File: config.mk
export PLATFORM = sky130hd
export DESIGN_NAME = pclk_gate_ctrl
export DESIGN_NICKNAME = d
export VERILOG_FILES = /design/src/rtl/pcg_pkg.sv /design/src/rtl/pcg_decode.sv /design/src/rtl/pcg_bank.sv /design/src/rtl/pcg_rdata.sv /design/src/rtl/pclk_gate_ctrl.sv
export SDC_FILE = /design/constraint.sdc
export NUM_CORES = 1
export LEC_CHECK = 0
export BUFFER_PORTS_ARGS = -buffer_cell sky130_fd_sc_hd__buf_2
export CORE_ASPECT_RATIO = 2
export CORE_MARGIN = 2
export CORE_UTILIZATION = 52
export DETAILED_ROUTE_END_ITERATION = 8
export PLACE_DENSITY_LB_ADDON = 0.25
export SLEW_MARGIN = 25
export SYNTH_ARGS = -nofsm -noshare
export SYNTH_HDL_FRONTEND = slang
export SYNTH_SLANG_ARGS = --single-unit
File: constraint.sdc
create_clock -name clk -period 2.1 [get_ports clk]
set_input_delay 0.42 -clock clk [delete_from_list [all_inputs] [get_ports clk]]
set_output_delay 0.42 -clock clk [all_outputs]
set_load 0.01 [all_outputs]
File: src/rtl/pcg_pkg.sv
// Package for the peripheral clock enable controller.
// Holds the register-select encoding and the mask helpers used per bank.
// Assumes banks of exactly 32 identifiers.
package pcg_pkg;

    localparam int BANK_W = 32;

    // Register select, taken from byte-address bits [3:2].
    typedef enum logic [1:0] {
        SEL_SET  = 2'd0,
        SEL_CLR  = 2'd1,
        SEL_STAT = 2'd2,
        SEL_NONE = 2'd3
    } reg_sel_e;

    // Bits of a bank that are permanently on (identifier below always_on).
    function automatic logic [BANK_W-1:0] on_mask(input int base, input int always_on);
        logic [BANK_W-1:0] m;
        for (int i = 0; i < BANK_W; i++) m[i] = ((base + i) < always_on);
        return m;
    endfunction

    // Bits of a bank that software may change.
    function automatic logic [BANK_W-1:0] wr_mask(input int base, input int always_on,
                                                  input int num_periph);
        logic [BANK_W-1:0] m;
        for (int i = 0; i < BANK_W; i++)
            m[i] = ((base + i) >= always_on) && ((base + i) < num_periph);
        return m;
    endfunction

endpackage

File: src/rtl/pcg_decode.sv
// Address decoder.
// Turns a bus access into per-bank set and clear strobes and a status read request.
// Assumes byte addresses, with a 16-byte window per bank starting at zero.
// Misaligned addresses, out-of-range banks and offset 0xC produce no strobe.
module pcg_decode #(
    parameter int ADDR_W    = 5,
    parameter int NUM_BANKS = 2,
    localparam int BIDX_W   = ADDR_W - 4
) (
    input  logic [ADDR_W-1:0] addr,
    input  logic              we,
    input  logic              re,
    output logic [NUM_BANKS-1:0] set_stb,
    output logic [NUM_BANKS-1:0] clr_stb,
    output logic              rd_hit,
    output logic [BIDX_W-1:0] rd_bank
);
    import pcg_pkg::*;

    logic [BIDX_W-1:0] bank_idx;
    reg_sel_e          sel;
    logic              valid;

    assign bank_idx = addr[ADDR_W-1:4];
    assign sel      = reg_sel_e'(addr[3:2]);
    assign valid    = (addr[1:0] == 2'b00) && (int'(bank_idx) < NUM_BANKS);

    // Per-bank write strobes.
    generate
        for (genvar b = 0; b < NUM_BANKS; b++) begin : g_stb
            assign set_stb[b] = we && valid && (int'(bank_idx) == b) && (sel == SEL_SET);
            assign clr_stb[b] = we && valid && (int'(bank_idx) == b) && (sel == SEL_CLR);
        end
    endgenerate

    // Status read request and the bank it targets.
    always_comb begin
        rd_hit  = re && valid && (sel == SEL_STAT);
        rd_bank = bank_idx;
    end

endmodule

File: src/rtl/pcg_bank.sv
// One bank of 32 peripheral clock enables.
// Set and clear strobes apply write-one semantics.
// Clear has priority should both strobes ever arrive in the same cycle.
// Permanently-on and non-existent identifiers are tied off by parameter.
module pcg_bank #(
    parameter int BASE_ID    = 0,
    parameter int ALWAYS_ON  = 2,
    parameter int NUM_PERIPH = 64
) (
    input  logic        clk,
    input  logic        rst_n,
    input  logic        set_stb,
    input  logic        clr_stb,
    input  logic [31:0] wdata,
    output logic [31:0] en
);
    import pcg_pkg::*;

    localparam logic [BANK_W-1:0] ON_M = on_mask(BASE_ID, ALWAYS_ON);
    localparam logic [BANK_W-1:0] WR_M = wr_mask(BASE_ID, ALWAYS_ON, NUM_PERIPH);

    logic [BANK_W-1:0] en_q;

    // Enable state: write-one set or clear, writable bits only.
    always_ff @(posedge clk) begin
        if (!rst_n)
            en_q <= '0;
        else if (clr_stb)
            en_q <= en_q & ~(wdata & WR_M);
        else if (set_stb)
            en_q <= (en_q | wdata) & WR_M;
    end

    assign en = en_q | ON_M;

endmodule

File: src/rtl/pcg_rdata.sv
// Registered read-data path.
// Returns the status of the selected bank one cycle after a status read, and zero otherwise.
module pcg_rdata #(
    parameter int NUM_BANKS = 2,
    parameter int BIDX_W    = 1
) (
    input  logic                    clk,
    input  logic                    rst_n,
    input  logic                    rd_hit,
    input  logic [BIDX_W-1:0]       rd_bank,
    input  logic [NUM_BANKS*32-1:0] status,
    output logic [31:0]             rdata
);

    logic [31:0] sel_word;

    // Select the bank word; out-of-range banks never raise rd_hit.
    always_comb begin
        sel_word = '0;
        for (int b = 0; b < NUM_BANKS; b++)
            if (int'(rd_bank) == b) sel_word = status[b*32 +: 32];
    end

    // Read-data register, cleared when there is no status read.
    always_ff @(posedge clk) begin
        if (!rst_n)
            rdata <= '0;
        else
            rdata <= rd_hit ? sel_word : '0;
    end

endmodule

File: src/rtl/pclk_gate_ctrl.sv
// Peripheral clock enable controller, top level.
// Drives one clock-enable line per peripheral identifier.
// Enables change through per-bank set and clear registers; status is read back per bank.
// Assumes ADDR_W leaves room for all banks at a 16-byte stride.
module pclk_gate_ctrl #(
    parameter int NUM_PERIPH = 64,
    parameter int ALWAYS_ON  = 2,
    parameter int ADDR_W     = 5
) (
    input  logic                  clk,
    input  logic                  rst_n,
    input  logic [ADDR_W-1:0]     bus_addr,
    input  logic                  bus_we,
    input  logic [31:0]           bus_wdata,
    input  logic                  bus_re,
    output logic [31:0]           bus_rdata,
    output logic [NUM_PERIPH-1:0] clk_en
);
    localparam int NUM_BANKS = (NUM_PERIPH + 31) / 32;
    localparam int BIDX_W    = ADDR_W - 4;

    logic [NUM_BANKS-1:0]    set_stb;
    logic [NUM_BANKS-1:0]    clr_stb;
    logic                    rd_hit;
    logic [BIDX_W-1:0]       rd_bank;
    logic [NUM_BANKS*32-1:0] all_en;

    pcg_decode #(.ADDR_W(ADDR_W), .NUM_BANKS(NUM_BANKS)) u_dec (
        .addr    (bus_addr),
        .we      (bus_we),
        .re      (bus_re),
        .set_stb (set_stb),
        .clr_stb (clr_stb),
        .rd_hit  (rd_hit),
        .rd_bank (rd_bank)
    );

    // One bank instance per 32 identifiers.
    generate
        for (genvar b = 0; b < NUM_BANKS; b++) begin : g_bank
            pcg_bank #(
                .BASE_ID    (b * 32),
                .ALWAYS_ON  (ALWAYS_ON),
                .NUM_PERIPH (NUM_PERIPH)
            ) u_bank (
                .clk     (clk),
                .rst_n   (rst_n),
                .set_stb (set_stb[b]),
                .clr_stb (clr_stb[b]),
                .wdata   (bus_wdata),
                .en      (all_en[b*32 +: 32])
            );
        end
    endgenerate

    pcg_rdata #(.NUM_BANKS(NUM_BANKS), .BIDX_W(BIDX_W)) u_rd (
        .clk     (clk),
        .rst_n   (rst_n),
        .rd_hit  (rd_hit),
        .rd_bank (rd_bank),
        .status  (all_en),
        .rdata   (bus_rdata)
    );

    assign clk_en = all_en[NUM_PERIPH-1:0];

endmodule

==> summary.txt, run 1 <==
Placed design
  • Port-buffer cells: approximately 130
  • DP HPWL: roughly 5600 um
  • Placed insts: roughly 560
  • Gp weighted congestion: about 0.74

Die
  • Core Box Area: just under 7000 um^2
  • Die ar.: a little under 8000 um^2
  • Horiz. Die Dim: between 60 and 70 um
  • Die H: between 100 and 150 um
  • Initial Util: about 53%
  • Rows: between 40 and 50
  • IO Count: roughly 140

Detailed routing
  • Post-Route WL: about 8600 um
  • Routed vias: around 3,200
  • Drt drc: 0
  • Routed len/inst: around 15 um
  • DRT Pass-1 Iters: 5
  • DR vias/cell: 5.60
  • Initial DRC count: about 180
  • Routed Antenna Nets: 0

Layout
  • Diode count: 0
  • Number of fill cells: between 500 and 600
  • Final nets: approximately 520
  • Fin util: between 60 and 70%
  • Final std cells w/o fill: approximately 570
  • Syn-to-layout area delta: 27.8%
  • Fraction of layout cells with a size suffix above 1: between 30% and 40%

Outcome
  • Status: complete, no violations

Global routing
  • GRT Max-Usage Layer: met2
  • Total track usage: a little under a quarter
  • Initial antenna violation count: 0
  • Met1 Use GR: slightly below 30%
  • Global-route wire length before repair: between 10,000 and 15,000 um
  • Vias in the first global route: approximately 2,800
  • Largest net degree at the start of global routing: 52
  • Grt ovf: 0
  • Met3 Use GR: under 10%
  • Met2 usage: 36.4%

Flow run
  • Max Cap Viol: 0

Worst setup path
  • FF-to-FF setup slack: between 1 and 1.5 ns
  • Crit path arrival time: between 1.5 and 2 ns
  • R2R depth: 2
  • Critical path class: input port to flop
  • CP endpoint kind: flop
  • Critical Path RT: about 2.3 ns
  • Startpoint Class: input port
  • Crit Path Max Fanout: 18

Logic synthesis
  • Syn_area_per_cell: approximately 10 um^2
  • Yosys cell types: 24
  • Mapped Area: approximately 3600 um^2
  • Largest area contributor in the synthesized netlist: dfxtp_1
  • Synth area leaders: dfxtp_1 (52%), mux2i_1 (16%), a311oi_1 (8.4%), a31oi_1 (6.0%), nor2_1 (3.1%)
  • Post-Syn Instances: roughly 360
  • Top-area cell type share of the netlist area: between 50% and 60%
  • Register area share after synthesis: about half
  • Yosys warnings: 0
  • #FFs+latches synth: 94

Worst hold path
  • Min-delay src: bus_wdata[1]
  • Hold crit path type: input port to flop
  • Hold path depth: 2

Timing
  • Final min period: between 1 and 1.5 ns
  • # setup viols final: 0
  • Max Fclk: ~0.69 GHz
  • RSZ-0062 raised after global routing: no
  • Slew Limit Fails: 0
  • Slew @ Worst Pin: 0.767 ns
  • Setup TNS Final: 0 ns
  • Fin. Hold Viols: 0
  • Final Skew: 0.00542 ns
  • Fin crit share: a little over two thirds
  • Slew HR: ~49%

Clock tree
  • CTS Buf Count: 9
  • Post-cts resize count: 0
  • Hold-fix buffers at CTS: 0
  • CTS clk-pin slew, worst paths: around 0.060 ns
  • CTS Buffer Depth: 2
  • TritonCTS clock tree: yes
  • Postcts setup bufs: 0
  • Worst-skew pair later-pin latency: 0.34 ns
  • Sink Count: 94
  • Htree depth: 3
  • Root Buffer: clkbuf_16

Power
  • Pwr dens: 775 nW/um^2
  • Maximum vdd drop: 0.000753 V
  • Leakage power: around 2.1 nW
[cells in the mapped netlist, drive strengths merged]
| cell type | count |
|---|---|
| dfxtp | 94 |
| a21oi | 2 |
| clkbuf | 20 |
| a31oi | 35 |
| nand3 | 16 |
| clkinv | 1 |
| nor4b | 1 |
| nor2b | 1 |
| mux2i | 57 |
| nor2 | 30 |
| or3 | 1 |
| and2 | 1 |
| nand4b | 1 |
| and3 | 11 |
| inv | 3 |
| nand2b | 1 |
| conb | 1 |
| nand2 | 27 |
| a311oi | 35 |
| buf | 19 |
[worst max-delay path by stage]
stage / end / slack [ns] / startpoint / cells past startpoint
4_1_cts: flop / 0.62 / bus_addr[4] / 4
2_1_floorplan: flop / 0.59 / bus_addr[3] / 4
5_1_grt: flop / 0.56 / bus_addr[4] / 4
3_5_place_dp: flop / 0.30 / bus_addr[4] / 4
3_3_place_gp: flop / 0.37 / bus_addr[4] / 4
6_report: flop / 0.64 / bus_addr[4] / 4
[routing by layer]
metal / vias to the layer above / part of all wire, % / wire [um]
met5: - / 0 / 0
met4: 0 / 1.7 / 144
met3: 9 / 6.1 / 521
met2: 113 / 49 / 4200
met1: 1529 / 43 / 3730
li1: 1547 / - / -
[where the power goes]
| part | switching (mW) | internal (mW) |
|---|---|---|
| combinational | 0.145 | 0.0904 |
| sequential | 0.00982 | 1.80 |
| clock | 0.635 | 0.919 |
| total | 0.790 | 2.81 |
[stage by stage]
step	power, mW	cell area [um^2]	setup WS, ns	hold slack (ns)
after CTS	3.62	4640	0.619	0.307
after floorplan	1.97	3630	0.587	0.481
final	3.60	4640	0.642	0.316
after detailed placement	2.08	4350	0.297	0.460
after global placement	2.08	4350	0.367	0.453
after global routing	3.72	4640	0.560	0.314
[cell families after synthesis]
group	share of synthesized area, %
flip-flops	51.9
AND/OR/NAND/NOR	11.6
AO/OA/AOI/OAI	14.8
multiplexers	15.7
buffers and inverters	5.97
other	0.103
[critical path, cell delays in order]
cell	delay, ns
buf_2	0.12
buf_4	0.23
and2_1	0.66
a311oi_1	0.20
[placed cells by master (no fill, tap or decap), types with 2 or more instances in the layout]
cell type  netlist  final
buf_2            7    134
dfxtp_1         94     94
mux2i_1         57     57
a31oi_1         35     35
a311oi_1        35     35
nor2_1          30     30
nand2_1         27     27
nand3_1         16     16
and3_1          11     11
clkbuf_16        0      9
buf_4            4      8
buf_12           0      4
inv_1            3      3
clkbuf_1        19      3
a21oi_1          2      2
conb_1           1      2
clkinv_2         0      2
[area by class of cell]
| type | instances | area (um^2) | area share [%] |
|---|---|---|---|
| Timing Repair Buffer | 146 | 811 | 17.5 |
| Sequential cell | 94 | 1880 | 40.6 |
| Inverter | 4 | 15.0 | 0.324 |
| Clock buffer | 12 | 236 | 5.10 |
| Multi-Input combinational cell | 221 | 1530 | 33.1 |
| Clock inverter | 4 | 47.5 | 1.03 |
| Tap cell | 90 | 113 | 2.43 |
No activity file was read; power rests on OpenSTA's default activity.
==> run 2, diff against run 1 <==
--- a/config.mk
+++ b/config.mk
@@ -8,7 +8,7 @@
 export BUFFER_PORTS_ARGS = -buffer_cell sky130_fd_sc_hd__buf_2
 export CORE_ASPECT_RATIO = 2
 export CORE_MARGIN = 2
-export CORE_UTILIZATION = 52
+export CORE_UTILIZATION = 49
 export DETAILED_ROUTE_END_ITERATION = 8
 export PLACE_DENSITY_LB_ADDON = 0.25
 export SLEW_MARGIN = 25
==> constraint.sdc (replaced) <==
create_clock -name clk -period 1.4 [get_ports clk]
set_input_delay 0.28 -clock clk [delete_from_list [all_inputs] [get_ports clk]]
set_output_delay 0.28 -clock clk [all_outputs]
set_load 0.01 [all_outputs]
==> run 2 against run 1 <==
- critical path depth grew 2
- hold slack worse by 0.16 ns
- die area increased by 5.8%
- global-route usage rose by 0.16 points
- critical path type unchanged
- largest cell class unchanged
- largest power group unchanged
==> summary.txt, run 2 (synthesis results as in run 1) <==
Outcome
  • Status: complete, no violations

Power
  • Pint: ~4.3 mW
  • Total Power: 5.45 mW
  • NetSw: 1.20 mW
  • Clk network pwr share: 43.6%
  • Pwr dens: between 1000 and 1500 nW/um^2
  • Maximum vdd drop: between 0.0008 and 0.0009 V
  • Leakage power: 2.19 nW
  • Switching Share: 22.0%
  • Combinational Power Share: 6.8%
  • Reg power frac: 49.7%

Layout
  • Number of fill cells: approximately 620
  • Commonest non-fill, non-tap cells in the layout: buf_2 (134), dfxtp_1 (94), mux2i_1 (57), a31oi_1 (35), a311oi_1 (35)
  • Sequential cell area: between 1500 and 2000 um^2
  • Final nets: 524
  • Diode count: 0
  • Syn-to-layout area delta: 29.9%
  • Most common cell after layout, fill and taps aside: buf_2
  • Final std cells w/o fill: 579
  • Area of the multi-input gates: about 1500 um^2
  • Fraction of layout cells with a size suffix above 1: 34.5%

Die
  • Die H: around 130 um
  • IO Count: between 100 and 150
  • Rows: between 40 and 50
  • Die ar.: 8150 um^2
  • Horiz. Die Dim: between 60 and 70 um
  • Core Box Area: ~7200 um^2
  • Initial Util: 50.3%

Detailed routing
  • Routed Antenna Nets: 0
  • Drt drc: 0
  • Initial DRC count: about 240
  • Routed vias: 3,231
  • DR vias/cell: 5.58
  • DRT Pass-1 Iters: 4
  • Post-Route WL: slightly above 9000 um
  • Routed len/inst: about 16 um

Clock tree
  • Post-cts resize count: 0
  • TritonCTS clock tree: yes
  • Worst-skew pair later-pin latency: around 0.34 ns
  • CTS Buffer Depth: 2
  • CTS Buf Count: 9
  • CTS clk-pin slew, worst paths: ~0.06 ns
  • Root Buffer: clkbuf_16
  • Sink Count: between 90 and 100
  • Hold-fix buffers at CTS: 0
  • Postcts setup bufs: 0
  • Htree depth: 3

Global routing
  • Initial antenna violation count: 0
  • Vias in the first global route: roughly 3,100
  • Grt ovf: 0
  • Largest net degree at the start of global routing: 36
  • Total track usage: 22.7%
  • Global-route wire length before repair: between 10,000 and 15,000 um

Flow run
  • Max Cap Viol: 0

Timing
  • Max Fclk: about 0.83 GHz
  • Slew HR: about half
  • Hold_ws: 0.161 ns
  • Slew Limit Fails: 0
  • Final setup margin: between 0.15 and 0.2 ns
  • Fin. Hold Viols: 0
  • Slew @ Worst Pin: 0.768 ns
  • Final Skew: between 0.003 and 0.004 ns
  • # setup viols final: 0
  • RSZ-0062 raised after global routing: no
  • Final min period: about 1.2 ns
  • Fin crit share: 86.1%

Worst setup path
  • Crit path arrival time: around 1.5 ns
  • Critical Path RT: 1.67 ns
  • WP buf/inv: 3
  • Crit path max-delay family: buffers and inverters
  • CP cell instances: buf_2, nor4b_4, buf_4, buf_12, and3_1, mux2i_1
  • Crit Path Max Fanout: 30
  • CP endpoint kind: flop
  • Critical path class: input port to flop
  • Startpoint Class: input port
  • Crit path largest cell delay: 0.28 ns
  • CP max stage cell: nor4b_4

Placed design
  • Port-buffer cells: about 130
  • Pre-CTS setup slack: -0.140 ns
  • Gp weighted congestion: ~0.75
  • DP HPWL: approximately 6400 um
  • Placed insts: about 560

Worst hold path
  • Hold crit path type: input port to flop
-- run 2: changes by cell type in the layout (fill, tap and decap cells not counted) --
cell	delta
buf_4	+6
buf_12	+1
clkbuf_1	-2
clkbuf_8	+1
-- run 2: final cells by class --
type | instances | area share [%]
clock buffer | 11 | 5.15
tap | 92 | 2.44
sequential | 94 | 39.9
timing repair buffer | 153 | 18.6
clock inverter | 4 | 1.01
multi-input combinational | 221 | 32.6
inverter | 4 | 0.319
-- run 2: path summary, 6_finish.rpt --
check,startpoint,end,slack (ns),cells after the start
max,bus_addr[3],flop,0.19,6
min,bus_wdata[1],flop,0.16,2
max reg2reg,flop,flop,0.56,2
min reg2reg,flop,u_rd.rdata[1]$_SDFF_PN0_,0.46,2
-- run 2: stage by stage --
stage                     util (%)  setup TNS [ns]  area [um^2]
after floorplan                  -               0         3630
final                         65.3               0         4710
after global routing          65.3               0         4710
after detailed placement      61.3           -3.72         4420
after global placement        61.3           -1.61         4420
after CTS                     65.3               0         4710
-- run 2: layer usage --
layer  vias up  GRT usage (%)  share of wire [%]  wire [um]
met5         -              0                  0          0
met4         0           13.1                3.8        353
met3        25           3.75                4.4        409
met2       116           39.4                 53       4870
met1      1529           25.3                 39       3560
li1       1561              -                  -          -
-- run 2: power groups by stage --
stage	combinational, mW	clock (mW)	sequential (mW)
2_1_floorplan	0.188	0	2.77
6_report	0.369	2.38	2.71
3_3_place_gp	0.358	0	2.77
3_5_place_dp	0.367	0	2.77
5_1_grt	0.397	2.51	2.71
4_1_cts	0.369	2.42	2.71
